==> config.mk <==
export PLATFORM = sky130hd
export DESIGN_NAME = polar_unrolled_dec
export DESIGN_NICKNAME = d
export VERILOG_FILES = /design/src/rtl/polar_pkg.sv /design/src/rtl/polar_ctrl.sv /design/src/rtl/polar_dp.sv /design/src/rtl/polar_unrolled_dec.sv
export SDC_FILE = /design/constraint.sdc
export NUM_CORES = 1
export LEC_CHECK = 0
export BUFFER_PORTS_ARGS = -buffer_cell sky130_fd_sc_hd__buf_2
export CORE_MARGIN = 1.5
export CORE_UTILIZATION = 45
export CTS_BUF_LIST = sky130_fd_sc_hd__clkbuf_2
export CTS_CLUSTER_DIAMETER = 80
export DETAILED_ROUTE_END_ITERATION = 7
export PLACE_DENSITY = 0.73
export SYNTH_ARGS = -nofsm -noshare
export SYNTH_HDL_FRONTEND = slang
export SYNTH_SLANG_ARGS = --single-unit
export TNS_END_PERCENT = 50
==> constraint.sdc <==
create_clock -name clk -period 18.7 [get_ports clk]
set_input_delay 3.74 -clock clk [delete_from_list [all_inputs] [get_ports clk]]
set_output_delay 3.74 -clock clk [all_outputs]
set_load 0.02 [all_outputs]
==> src/rtl/polar_pkg.sv <==
package polar_pkg;
  localparam int CODE_N = 8;
  localparam int INFO_K = 4;
  localparam int PIPE_STAGES = 5;

  typedef struct packed {
    logic [PIPE_STAGES-1:0] stageEn;
    logic                   outValid;
  } ctrl_t;
endpackage

==> src/rtl/polar_ctrl.sv <==
module polar_ctrl
  import polar_pkg::*;
(
  input  logic  clk,
  input  logic  rstN,
  input  logic  inValid,
  output ctrl_t strobe
);
  logic [PIPE_STAGES-1:0] validPipe;

  always_ff @(posedge clk or negedge rstN) begin
    if (!rstN) validPipe <= '0;
    else       validPipe <= {validPipe[PIPE_STAGES-2:0], inValid};
  end

  always_comb begin
    strobe.stageEn    = {validPipe[PIPE_STAGES-2:0], inValid};
    strobe.outValid   = validPipe[PIPE_STAGES-1];
  end
endmodule

==> src/rtl/polar_dp.sv <==
module polar_dp
  import polar_pkg::*;
#(
  parameter int LLR_W = 6
) (
  input  logic                    clk,
  input  logic                    rstN,
  input  ctrl_t                   strobe,
  input  logic [CODE_N*LLR_W-1:0] llrIn,
  output logic [CODE_N-1:0]       cwOut,
  output logic [INFO_K-1:0]       infoOut
);
  localparam int HALF = CODE_N / 2;
  localparam int IDX_W = $clog2(HALF);
  localparam int LMAX = 2 ** (LLR_W - 1) - 1;
  localparam logic signed [LLR_W+1:0] WMAX = LMAX;
  localparam logic signed [LLR_W+1:0] WMIN = -LMAX;

  typedef logic signed [LLR_W-1:0] llr_t;
  typedef logic signed [LLR_W+1:0] wide_t;

  function automatic wide_t widen(input llr_t a);
    return {{2{a[LLR_W-1]}}, a};
  endfunction

  function automatic wide_t magOf(input llr_t a);
    return a[LLR_W-1] ? -widen(a) : widen(a);
  endfunction

  function automatic llr_t satNarrow(input wide_t x);
    if (x > WMAX) return WMAX[LLR_W-1:0];
    if (x < WMIN) return WMIN[LLR_W-1:0];
    return x[LLR_W-1:0];
  endfunction

  function automatic llr_t minSum(input llr_t a, input llr_t b);
    wide_t ma, mb;
    llr_t  ms;
    ma = magOf(a);
    mb = magOf(b);
    ms = satNarrow((ma < mb) ? ma : mb);
    return (a[LLR_W-1] ^ b[LLR_W-1]) ? -ms : ms;
  endfunction

  function automatic llr_t sumDiff(input llr_t a, input llr_t b, input logic uBit);
    return satNarrow(uBit ? (widen(b) - widen(a)) : (widen(b) + widen(a)));
  endfunction

  llr_t yIn [CODE_N];
  for (genvar i = 0; i < CODE_N; i++) begin : g_unpack
    assign yIn[i] = llrIn[i*LLR_W +: LLR_W];
  end

  // Stage 1: min-sum combine
  llr_t s1Alpha [HALF];
  llr_t s1Y [CODE_N];
  always_ff @(posedge clk or negedge rstN) begin
    if (!rstN) begin
      for (int i = 0; i < HALF; i++) s1Alpha[i] <= '0;
      for (int i = 0; i < CODE_N; i++) s1Y[i] <= '0;
    end else if (strobe.stageEn[0]) begin
      for (int i = 0; i < HALF; i++) s1Alpha[i] <= minSum(yIn[i], yIn[i+HALF]);
      for (int i = 0; i < CODE_N; i++) s1Y[i] <= yIn[i];
    end
  end

  // Stage 2: repetition decision
  wide_t repSum;
  always_comb begin
    repSum = '0;
    for (int i = 0; i < HALF; i++) repSum = repSum + widen(s1Alpha[i]);
  end

  logic [HALF-1:0] s2V;
  llr_t s2Y [CODE_N];
  always_ff @(posedge clk or negedge rstN) begin
    if (!rstN) begin
      s2V <= '0;
      for (int i = 0; i < CODE_N; i++) s2Y[i] <= '0;
    end else if (strobe.stageEn[1]) begin
      s2V <= {HALF{repSum[LLR_W+1]}};
      for (int i = 0; i < CODE_N; i++) s2Y[i] <= s1Y[i];
    end
  end

  // Stage 3: partial-sum guided combine
  llr_t s3Beta [HALF];
  logic [HALF-1:0] s3V;
  always_ff @(posedge clk or negedge rstN) begin
    if (!rstN) begin
      s3V <= '0;
      for (int i = 0; i < HALF; i++) s3Beta[i] <= '0;
    end else if (strobe.stageEn[2]) begin
      s3V <= s2V;
      for (int i = 0; i < HALF; i++) s3Beta[i] <= sumDiff(s2Y[i], s2Y[i+HALF], s2V[i]);
    end
  end

  // Stage 4: parity-check decision
  logic [HALF-1:0] hardBits;
  logic [HALF-1:0] flipMask;
  logic [IDX_W-1:0] minIdx;
  wide_t minMag;
  always_comb begin
    minIdx = '0;
    minMag = magOf(s3Beta[0]);
    for (int i = 0; i < HALF; i++) begin
      hardBits[i] = s3Beta[i][LLR_W-1];
      if (magOf(s3Beta[i]) < minMag) begin
        minMag = magOf(s3Beta[i]);
        minIdx = IDX_W'(i);
      end
    end
    flipMask = '0;
    if (^hardBits) flipMask[minIdx] = 1'b1;
  end

  logic [HALF-1:0] s4W, s4V;
  always_ff @(posedge clk or negedge rstN) begin
    if (!rstN) begin
      s4W <= '0;
      s4V <= '0;
    end else if (strobe.stageEn[3]) begin
      s4W <= hardBits ^ flipMask;
      s4V <= s3V;
    end
  end

  // Stage 5: partial-sum XOR combine and bit extraction
  always_ff @(posedge clk or negedge rstN) begin
    if (!rstN) begin
      cwOut   <= '0;
      infoOut <= '0;
    end else if (strobe.stageEn[4]) begin
      cwOut   <= {s4W, s4V ^ s4W};
      infoOut <= {s4W[3], s4W[2] ^ s4W[3], s4W[1] ^ s4W[3], s4V[0]};
    end
  end
endmodule

==> src/rtl/polar_unrolled_dec.sv <==
module polar_unrolled_dec
  import polar_pkg::*;
#(
  parameter int LLR_W = 6
) (
  input  logic                    clk,
  input  logic                    rstN,
  input  logic                    inValid,
  input  logic [CODE_N*LLR_W-1:0] llrIn,
  output logic                    outValid,
  output logic [CODE_N-1:0]       cwOut,
  output logic [INFO_K-1:0]       infoOut
);
  ctrl_t strobe;

  polar_ctrl u_ctrl (
    .clk     (clk),
    .rstN    (rstN),
    .inValid (inValid),
    .strobe  (strobe)
  );

  polar_dp #(.LLR_W(LLR_W)) u_dp (
    .clk     (clk),
    .rstN    (rstN),
    .strobe  (strobe),
    .llrIn   (llrIn),
    .cwOut   (cwOut),
    .infoOut (infoOut)
  );

  assign outValid = strobe.outValid;
endmodule

Yosys cells after proc, flatten, opt, wreduce, memory -nomap -nowiden
Index checks and enable logic that the tools add are counted.
{"block": "totals", "in_bits": 51, "elab_cells": 201, "output_inout_bits": 13, "romBits": 0, "memories": 0, "latchBits": 0, "mem_bits_rw": 0, "reg_bits": 168}
{"block": "op_classes", "n_lt_le_gt_ge": 25, "reduce_logical": 2, "bitwise": 8, "div_mod_pow": 0, "eq_ne": 0, "n_shift": 0, "multipliers": 0, "addsub": 27, "mux": 108}
{"operator": "$mux 6", "count": 40}
{"operator": "$mux 8", "count": 22}
{"operator": "$neg 6->8", "count": 12}
{"operator": "$gt 8x6->1 const B", "count": 8}
{"operator": "$lt 8x6->1 const B", "count": 8}
{"operator": "$lt 8x8->1", "count": 7}
{"operator": "$mux 1", "count": 42}
{"operator": "$add 6x6->7", "count": 5}
{"operator": "$sub 6x6->7", "count": 4}
{"operator": "$neg 6->6", "count": 4}
{"operator": "$add 7x6->8", "count": 1}
{"operator": "$add 8x6->8", "count": 1}
{"operator": "$xor 4x4->4", "count": 2}
{"operator": "$xor 1x1->1", "count": 6}
{"operator": "$mux 2", "count": 2}
{"operator": "$mux 4", "count": 1}
{"operator": "$reduce_xor 4->1", "count": 1}
{"operator": "$lt 2x3->1 const B", "count": 1}
{"operator": "$demux 1 s2", "count": 1}
{"operator": "$ge 2x1->1 const B", "count": 1}
{"operator": "$logic_and 1x1->1", "count": 1}

Logic depth before layout (Yosys ltp)
Gate-level depths: netlist (run 1).
{"block": "depth", "depth_word": 14, "ltp_mapped": 33, "mapped_depth_nobuf": 32}

By module
From an unflattened synthesis (run 1), not the netlist that was laid out.
{"block": "unflattened", "hier_cells": 1156, "area_unflattened_um2": 11528.6}
{"module": "polar_dp", "cells_per_inst": 1150, "area_per_inst_um2": 11395.9, "n_inst": 1}
{"module": "polar_ctrl", "cells_per_inst": 6, "area_per_inst_um2": 132.6, "n_inst": 1}

Worst setup path before layout (run 1)
OpenSTA, ideal clock, no wires.
{"block": "synth_path", "path_type": "input-to-reg", "startpoint": "in llrIn[35]", "endpoint": "reg u_dp.s1Alpha[16] (netlist bit)", "setup_ps": 120, "slack_ps": 11707, "n_path_buf": 1, "cell_stages": 15, "t_arrival_ps": 6873, "required_time_ps": 18580, "path_cell_list": "clkbuf_1 > nor4b_1 > nand2_1 > ha_1 > inv_1 > a311oi_1 > nand2_1 > o21ai_1 > mux2i_1 > a211oi_1 > ha_1 > nand3_1 > mux2i_1 > o21ai_0 > a31o_2"}
{"block": "synth_between", "elab_chain_cells": 13, "word_cells_on_any_way": 18, "classes_between": "2 x add/sub; 3 x order compare; 12 x mux; 1 x bitwise"}
{"element": "start, declared", "line_no": "polar_unrolled_dec.sv:9", "source": "input logic [CODE_N*LLR_W-1:0] llrIn,"}
{"element": "$neg 6->8", "line_no": "polar_dp.sv:27", "source": "return a[LLR_W-1] ? -widen(a) : widen(a);"}
{"element": "$mux 8", "line_no": "polar_dp.sv:27"}
{"element": "$lt 8x8->1", "line_no": "polar_dp.sv:41", "source": "ms = satNarrow((ma < mb) ? ma : mb);"}
{"element": "$mux 8", "line_no": "polar_dp.sv:41"}
{"element": "$lt 8x6->1", "line_no": "polar_dp.sv:32", "source": "if (x < WMIN) return WMIN[LLR_W-1:0];"}
{"element": "$mux 1 (2 in series)", "line_no": "polar_dp.sv:32"}
{"element": "$mux 1", "line_no": "polar_dp.sv:61", "source": "end else if (strobe.stageEn[0]) begin"}
{"element": "$mux 6", "line_no": "polar_dp.sv:33", "source": "return x[LLR_W-1:0];"}
{"element": "$mux 6", "line_no": "polar_dp.sv:32"}
{"element": "$mux 6", "line_no": "polar_dp.sv:61"}
{"element": "$neg 6->6", "line_no": "polar_dp.sv:42", "source": "return (a[LLR_W-1] ^ b[LLR_W-1]) ? -ms : ms;"}
{"element": "$mux 6 *", "line_no": "polar_dp.sv:42"}
{"element": "end, declared", "line_no": "polar_dp.sv:55", "source": "llr_t s1Alpha [HALF];"}
Every way passes the cells marked *; elsewhere a longest branch is shown, timed or not. The select of a mux whose other input is x is not followed.
A chain may end at the register's enable or synchronous reset.

Final worst setup path (run 1)
{"block": "layout_path", "startpoint": "reg u_dp.s3Beta[12] (netlist bit)", "endpoint": "reg u_dp.s4W[0]"}
{"block": "layout_between", "elab_chain_cells": 14, "word_cells_on_any_way": 17, "classes_between": "1 x add/sub; 5 x order compare; 9 x mux; 1 x bitwise; 1 x reduce/logical"}
{"element": "start, declared", "line_no": "polar_dp.sv:87", "source": "llr_t s3Beta [HALF];"}
{"element": "$neg 6->8", "line_no": "polar_dp.sv:27"}
{"element": "$mux 8 *", "line_no": "polar_dp.sv:27"}
{"element": "$lt 8x8->1", "line_no": "polar_dp.sv:109", "source": "if (magOf(s3Beta[i]) < minMag) begin"}
{"element": "$mux 8", "line_no": "polar_dp.sv:109"}
{"element": "$lt 8x8->1", "line_no": "polar_dp.sv:109"}
{"element": "$mux 8", "line_no": "polar_dp.sv:109"}
{"element": "$lt 8x8->1", "line_no": "polar_dp.sv:109"}
{"element": "$mux 2 *", "line_no": "polar_dp.sv:109"}
{"element": "$lt 2x3->1 (implied by the code) / $ge 2x1->1 (equally long branches)", "line_no": "polar_dp.sv:115", "source": "if (^hardBits) flipMask[minIdx] = 1'b1;"}
{"element": "$logic_and 1x1->1 (implied by the code)", "line_no": "polar_dp.sv:115"}
{"element": "$mux 1 (implied by the code)", "line_no": "polar_dp.sv:115"}
{"element": "$demux 1 s2 *"}
{"element": "$mux 4 *", "line_no": "polar_dp.sv:115"}
{"element": "$xor 4x4->4 *", "line_no": "polar_dp.sv:124", "source": "s4W <= hardBits ^ flipMask;"}
{"element": "end signal, assigned", "line_no": "polar_dp.sv:124"}
{"element": "end, declared", "line_no": "polar_dp.sv:118", "source": "logic [HALF-1:0] s4W, s4V;"}
Every way passes the cells marked *; elsewhere a longest branch is shown, timed or not.

==> metrics.txt, run 1 <==
initial antenna violation count=1; Global Route met2 Usage=0.312; Via density=5.32; hpwl dp=approximately 18 mm; PwrDens=about 130 nW/µm²; max_slew headroom=0.325; syn avg cell area=9.80 µm²; row cnt=58; vias in the first global route=8427; Post-synth top flop=dfrtp_1; RSZ-0062 raised after global routing=false; Clock Latency Late Sink=0.75 ns; GP Congestion=0.849; port buffer count=63; total grt overflow=0; H-tree levels=4; clk sinks=167; Leakage=5.81 nW; Max Fclk=135 MHz; slowest stage delay, CP=0.80 ns; Clock Path Buffers=2; Max Slew Vio Count=0; skew final=about 0.048 ns; First DRT Iteration DRCs=between 400 and 500; WHS Path Cells=2; Max Cap Viol=0; first-pass GRT wire length=39.5 mm; GRT met3 Usage=0.0275; clock slew at reported path FFs=0.28 ns; min-delay worst type=flip-flop to flip-flop; slowest cell on the critical path=a2111oi_0; fraction of registers with async set/reset=1.00; postcts setup bufs=0; min Tclk post-route=7.41 ns; setup ws final=11.29 ns; initial core utilization=0.460; yosys warns=0; Worst Path Required=19.38 ns; status=completed; drt wl/cell=14.3 µm; Place WS=11.16 ns; CP arrival=just over 8 ns; final WL=22.9 mm; Worst Path Max Fanout=8; top-level port count=64; cts repair resizes=0; post-synthesis sequential area ratio=0.359; Worst-Margin Slew=1.01 ns; CTS tree=built; M1 GR Usage=0.239; fillers=2269; R2R cell count=28; DRC=0; Synth Cell Area=11700 µm²; WS Path Type=flip-flop to flip-flop; Final Cycle Share=0.396; Die H=around 160 µm; largest net degree at the start of global routing=93; Final #Nets=1422; die area=26900 µm²; Hold Vio Cnt, Final=0; cells after synthesis=approximately 1.2k; area delta synth->final=8.10%; core area=25300 µm²; CP endpoint kind=flip-flop; hold_buf cts=0; Yosys reg bits=167; 1st-pass router iterations=5; global route hottest layer=met2; Final ANT Viol Nets=0; via count=8518; Most Frequent Cell on Critical Path=ha_1; die width=about 160 µm; GRT Total Usage=0.182; worst vdd ir=56.0 µV; share of cells above drive strength 1=0.175; synth unique cells=71; number of flops mapped to enable cells by yosys=0; Final setup viols=0; total negative setup slack=0 ns; clock root cell=clkbuf_2; CTS buffer count=17; startpoint type of the worst setup path=flip-flop
[path summary, 6_finish.rpt]
kind | start | endpoint | slack, ns
setup / recovery | u_dp.s3Beta[12]$_DFFE_PN0P_ | u_dp.s4W[0]$_DFFE_PN0P_ | 11.29
hold / removal | u_dp.s1Y[7]$_DFFE_PN0P_ | u_dp.s2Y[7]$_DFFE_PN0P_ | 0.50
setup reg to reg | u_dp.s3Beta[12]$_DFFE_PN0P_ | u_dp.s4W[0]$_DFFE_PN0P_ | 11.29
hold reg to reg | u_dp.s1Y[7]$_DFFE_PN0P_ | u_dp.s2Y[7]$_DFFE_PN0P_ | 0.50
max in group asynchronous | rstN | u_ctrl.validPipe[0]$_DFF_PN0_ | 14.10
min in group asynchronous | rstN | u_dp.s2Y[16]$_DFFE_PN0P_ | 3.00
[cells in the mapped netlist (3+ instances only)]
master | instances | area, µm²
and4b_1 | 3 | 30.0
a31oi_1 | 12 | 75.1
nor2b_1 | 23 | 144
nor4b_1 | 7 | 61.3
a21oi_1 | 62 | 310
nand3_1 | 13 | 65.1
inv_1 | 82 | 308
mux2_2 | 112 | 1260
or3_1 | 4 | 25.0
or4_1 | 3 | 22.5
o21ai_0 | 54 | 270
xnor2_1 | 69 | 604
maj3_1 | 10 | 100
a21o_1 | 23 | 173
nor3_1 | 14 | 70.1
a211oi_1 | 13 | 97.6
buf_1 | 4 | 15.0
and2_1 | 7 | 43.8
nor4_1 | 3 | 18.8
o21a_1 | 5 | 37.5
nand2_1 | 96 | 360
o2bb2ai_1 | 3 | 26.3
nor2_1 | 88 | 330
mux2i_1 | 25 | 250
fa_1 | 16 | 320
dfrtp_1 | 167 | 4180
clkbuf_1 | 35 | 131
o31ai_1 | 17 | 128
xor2_1 | 36 | 315
ha_1 | 97 | 1210
a41oi_1 | 3 | 26.3
nand2b_1 | 21 | 131
or2_2 | 3 | 18.8
nand4_1 | 6 | 37.5
[registers in the layout, summed over array words and instances, names as in the netlist, 4 cells and up]
signal            count
u_ctrl.validPipe      5
u_dp.cwOut            7
u_dp.hardBits         4
u_dp.infoOut          4
u_dp.s1Alpha         24
u_dp.s1Y             48
u_dp.s2Y             48
u_dp.s3Beta          20
u_dp.s4W              4
[where the power goes]
part	total (mW)	switching [mW]	internal, mW
Clock	0.203	0.137	0.0665
Combinational	0.944	0.487	0.458
Sequential	0.541	0.0945	0.447
[area by class of cell]
class | count | area [µm²] | share of cell area
well taps | 330 | 413 | 0.0328
clock inverters | 14 | 165 | 0.0131
clock buffers | 18 | 90.1 | 0.00715
multi-input cells | 922 | 7090 | 0.563
repair buffers | 66 | 344 | 0.0273
flip-flops and latches | 167 | 4180 | 0.332
diodes | 1 | 2.50 | 0.000199
inverters | 84 | 315 | 0.0250
[metrics by stage]
| stage | util | std cells | hold WS (ns) | total power [mW] | instance area (µm²) |
|---|---|---|---|---|---|
| after detailed placement | 0.487 | 1569 | 0.471 | 1.49 | 12300 |
| final | 0.497 | 1602 | 0.500 | 1.69 | 12600 |
| after CTS | 0.497 | 1601 | 0.496 | 1.70 | 12600 |
| after global placement | 0.487 | 1569 | 0.459 | 1.46 | 12300 |
| after floorplan | - | 1215 | 0.352 | 1.30 | 11800 |
| after global routing | 0.497 | 1602 | 0.532 | 1.86 | 12600 |
[critical path, delay by kind of cell, from the launching register on]
family | cells | cell delay (ns)
compound gates | 12 | 3.42
xor+xnor | 1 | 0.16
fa+ha+maj | 4 | 1.13
simple gates | 10 | 2.02
flops | 1 | 0.54
buf+inv | 1 | 0.10
[metal layers]
| layer | vias up | wire length (µm) |
|---|---|---|
| met1 | 4131 | 10900 |
| met3 | 17 | 540 |
| li1 | 4280 | - |
| met4 | 0 | 264 |
| met2 | 90 | 11200 |
| met5 | - | 0 |
[logic make-up (layout without fill, tap and decap cells)]
family / after synthesis / count (layout) / share of synthesized area
XOR/XNOR: 105 / 105 / 0.0789
AO/OA/AOI/OAI: 225 / 225 / 0.122
adder cells (fa/ha/maj): 123 / 123 / 0.140
flip-flops: 167 / 167 / 0.359
multiplexers: 137 / 137 / 0.130
other: 2 / 29 / 0.000644
AND/OR/NAND/NOR: 304 / 304 / 0.128
buffers and inverters: 126 / 182 / 0.0417
[layout by cell type, fill, tap and decap left out, types with 4 or more instances in the layout]
cell type / count
or3_1: 4
nand2_1: 96
a21oi_1: 62
nand4_1: 6
xnor2_1: 69
nor2b_1: 23
a211oi_1: 13
fa_1: 16
xor2_1: 36
ha_1: 97
o21ai_0: 54
nand3_1: 13
clkbuf_2: 18
nand2b_1: 21
o31ai_1: 17
inv_1: 82
buf_2: 62
o21a_1: 5
a21o_1: 23
nor4b_1: 7
mux2i_1: 25
maj3_1: 10
inv_6: 4
nor3_1: 14
a31oi_1: 12
dfrtp_1: 166
conb_1: 28
mux2_2: 112
and2_1: 7
nor2_1: 88
(Power assumes the default switching activity.)
==> run 2, diff against run 1 <==
--- a/config.mk
+++ b/config.mk
@@ -11,7 +11,7 @@
 export CTS_BUF_LIST = sky130_fd_sc_hd__clkbuf_2
 export CTS_CLUSTER_DIAMETER = 80
 export DETAILED_ROUTE_END_ITERATION = 7
-export PLACE_DENSITY = 0.73
+export PLACE_DENSITY = 0.75
 export SYNTH_ARGS = -nofsm -noshare
 export SYNTH_HDL_FRONTEND = slang
 export SYNTH_SLANG_ARGS = --single-unit
==> constraint.sdc (replaced) <==
create_clock -name clk -period 6.7 [get_ports clk]
set_input_delay 1.34 -clock clk [delete_from_list [all_inputs] [get_ports clk]]
set_output_delay 1.34 -clock clk [all_outputs]
set_load 0.02 [all_outputs]
==> run 2 against run 1 <==
Cell area grew 0.72%. Sequential share of layout area shrank 0.22 points. Combinational power grew to 2.9 times the previous value. Critical path depth is the same. Setup slack lost 11 ns. Sequential cell count is the same. Largest power group unchanged.
==> metrics.txt, run 2 (synthesis results as in run 1) <==
Clock Path Buffers=2 (unchanged); skew final=0.0323 ns (-0.0154 ns); Max Slew Vio Count=0 (unchanged); R2R cell count=28 (unchanged); WS Path Type=flip-flop to flip-flop; Crit path buffers/inverters=1 (unchanged); min Tclk post-route=6.13 ns (-1.29 ns); drt wl/cell=14.6 µm (+1.8%); Worst R2R Start=u_dp.s3Beta[12]$_DFFE_PN0P_; 1st-pass router iterations=5 (unchanged); Pwr Total=4.79 mW (+180%); largest net degree at the start of global routing=78 (-16%); min-delay worst type=input pin to async pin; Final setup viols=0 (unchanged); PwrDens=377 nW/µm² (+180%); hpwl dp=18.1 mm (+1.9%); CTS tree=built; Max Cap Viol=0 (unchanged); worst vdd ir=160 µV (+180%); core area=25300 µm² (unchanged); hold_ws=0.448 ns (-0.0514 ns); WP depth=28 (unchanged); Max Fclk=163 MHz (+21%); max_slew headroom=0.347 (+0.0221); Worst Path Max Fanout=8 (unchanged); first-pass GRT wire length=40.9 mm (+3.5%); Most Frequent Cell on Critical Path=ha_1; CP endpoint kind=flip-flop; Final #Nets=1432 (+0.70%); total grt overflow=0 (unchanged); CP arrival=6.76 ns (-1.33 ns); commonest non-fill, non-tap cells in the layout=164 x dfrtp_1, 112 x mux2_2, 97 x ha_1, 96 x nand2_1, 87 x nor2_1; Regs by FF count=u_dp.s1Y x48, u_dp.s2Y x48, u_dp.s1Alpha x24; area delta synth->final=8.88%; Leakage=5.85 nW (+0.63%); initial core utilization=0.460 (unchanged); Setup crit start=u_dp.s3Beta[12]$_DFFE_PN0P_; startpoint type of the worst setup path=flip-flop; Die H=164 µm (unchanged); CTS buffer count=17 (unchanged); DRC=0 (unchanged); total negative setup slack=0 ns (unchanged); RSZ-0062 raised after global routing=false; GRT Total Usage=0.188 (+0.00670); Worst-Margin Slew=0.980 ns (-0.0332 ns); port buffer count=63 (unchanged); row cnt=58 (unchanged); clock root cell=clkbuf_2; slowest stage delay, CP=0.46 ns (-0.34 ns); H-tree levels=4 (unchanged); die width=164 µm (unchanged); clock slew at reported path FFs=0.26 ns (-0.02 ns); Final ANT Viol Nets=0 (unchanged); top-level port count=64 (unchanged); Final Cycle Share=0.914 (+0.518); vias in the first global route=8627 (+2.4%); status=completed; commonest non-fill, non-tap cell in the layout=dfrtp_1; Worst Path Required=7.34 ns (-12.04 ns); via count=8601 (+0.97%); slowest cell on the critical path=dfrtp_2; clk sinks=167 (unchanged); CP top delay family=compound AO/OA/AOI/OAI gates; share of cells above drive strength 1=0.189 (+0.0135); First DRT Iteration DRCs=391 (-7.8%); Hold Vio Cnt, Final=0 (unchanged); Clock Latency Late Sink=0.73 ns (-0.02 ns); GP Congestion=0.863 (+1.6%); Via density=5.34 (+0.35%); die area=26900 µm² (unchanged); initial antenna violation count=1 (unchanged); final WL=23.5 mm (+2.5%)
==> run 2: changes by cell type in the layout (fill, tap and decap cells not counted), moves of 2 or more <==
cell	change
a211oi_2	+2
inv_8	-2
a211oi_1	-2
dfrtp_1	-2
buf_4	+10
a2111oi_0	-2
a2111oi_2	+2
dfrtp_2	+2
o21ai_1	+5
o21ai_0	-5
==> run 2: final timing paths <==
path | endpoint | slack [ns]
max | u_dp.s4W[0]$_DFFE_PN0P_ | 0.57
min | u_dp.s2Y[16]$_DFFE_PN0P_ | 0.45
max reg2reg | u_dp.s4W[0]$_DFFE_PN0P_ | 0.57
min reg2reg | u_dp.s2Y[12]$_DFFE_PN0P_ | 0.50
max in group asynchronous | u_dp.s3Beta[18]$_DFFE_PN0P_ | 4.92
min in group clk | u_dp.s2Y[12]$_DFFE_PN0P_ | 0.50
==> run 2: per-stage QoR <==
step            util  setup WS [ns]  instance area [µm²]  cells
2_1_floorplan      -          0.394                11800   1215
4_1_cts        0.498        0.00950                12600   1606
5_1_grt        0.501         0.0351                12700   1612
3_3_place_gp   0.489          0.136                12400   1574
6_report       0.501          0.573                12700   1612
3_5_place_dp   0.489         0.0375                12400   1574
==> run 2: area by class of cell <==
type                       instances  area [µm²]
antenna                            1        2.50
fill                            2263       12600
timing repair buffer              76         419
clock inverter                    14         139
tap                              330         413
sequential                       167        4180
multi-input combinational        922        7130
clock buffer                      18        90.1
inverter                          84         315
==> run 2: per-layer routing <==
layer  GRT usage  up-vias  wire, µm
li1            -     4285         -
met1       0.243     4192     10800
met2       0.329      111     11800
met3      0.0290       13       648
met4      0.0475        0       178
met5           0        -         0
==> run 2: timing repair <==
item                       4_1_cts  5_1_grt
resized for setup                1       16
hold buffers                     0        0
setup endpoints to repair        2        4
pin swaps                        0        1
setup buffers                    0        5
==> run 2: power by group <==
part / total [mW] / internal [mW] / switching, mW / leakage (nW)
logic: 2.78 / 1.33 / 1.45 / 3.77
clock network: 0.527 / 0.145 / 0.382 / 0.134
registers: 1.48 / 1.25 / 0.231 / 1.95
total: 4.79 / 2.73 / 2.06 / 5.85
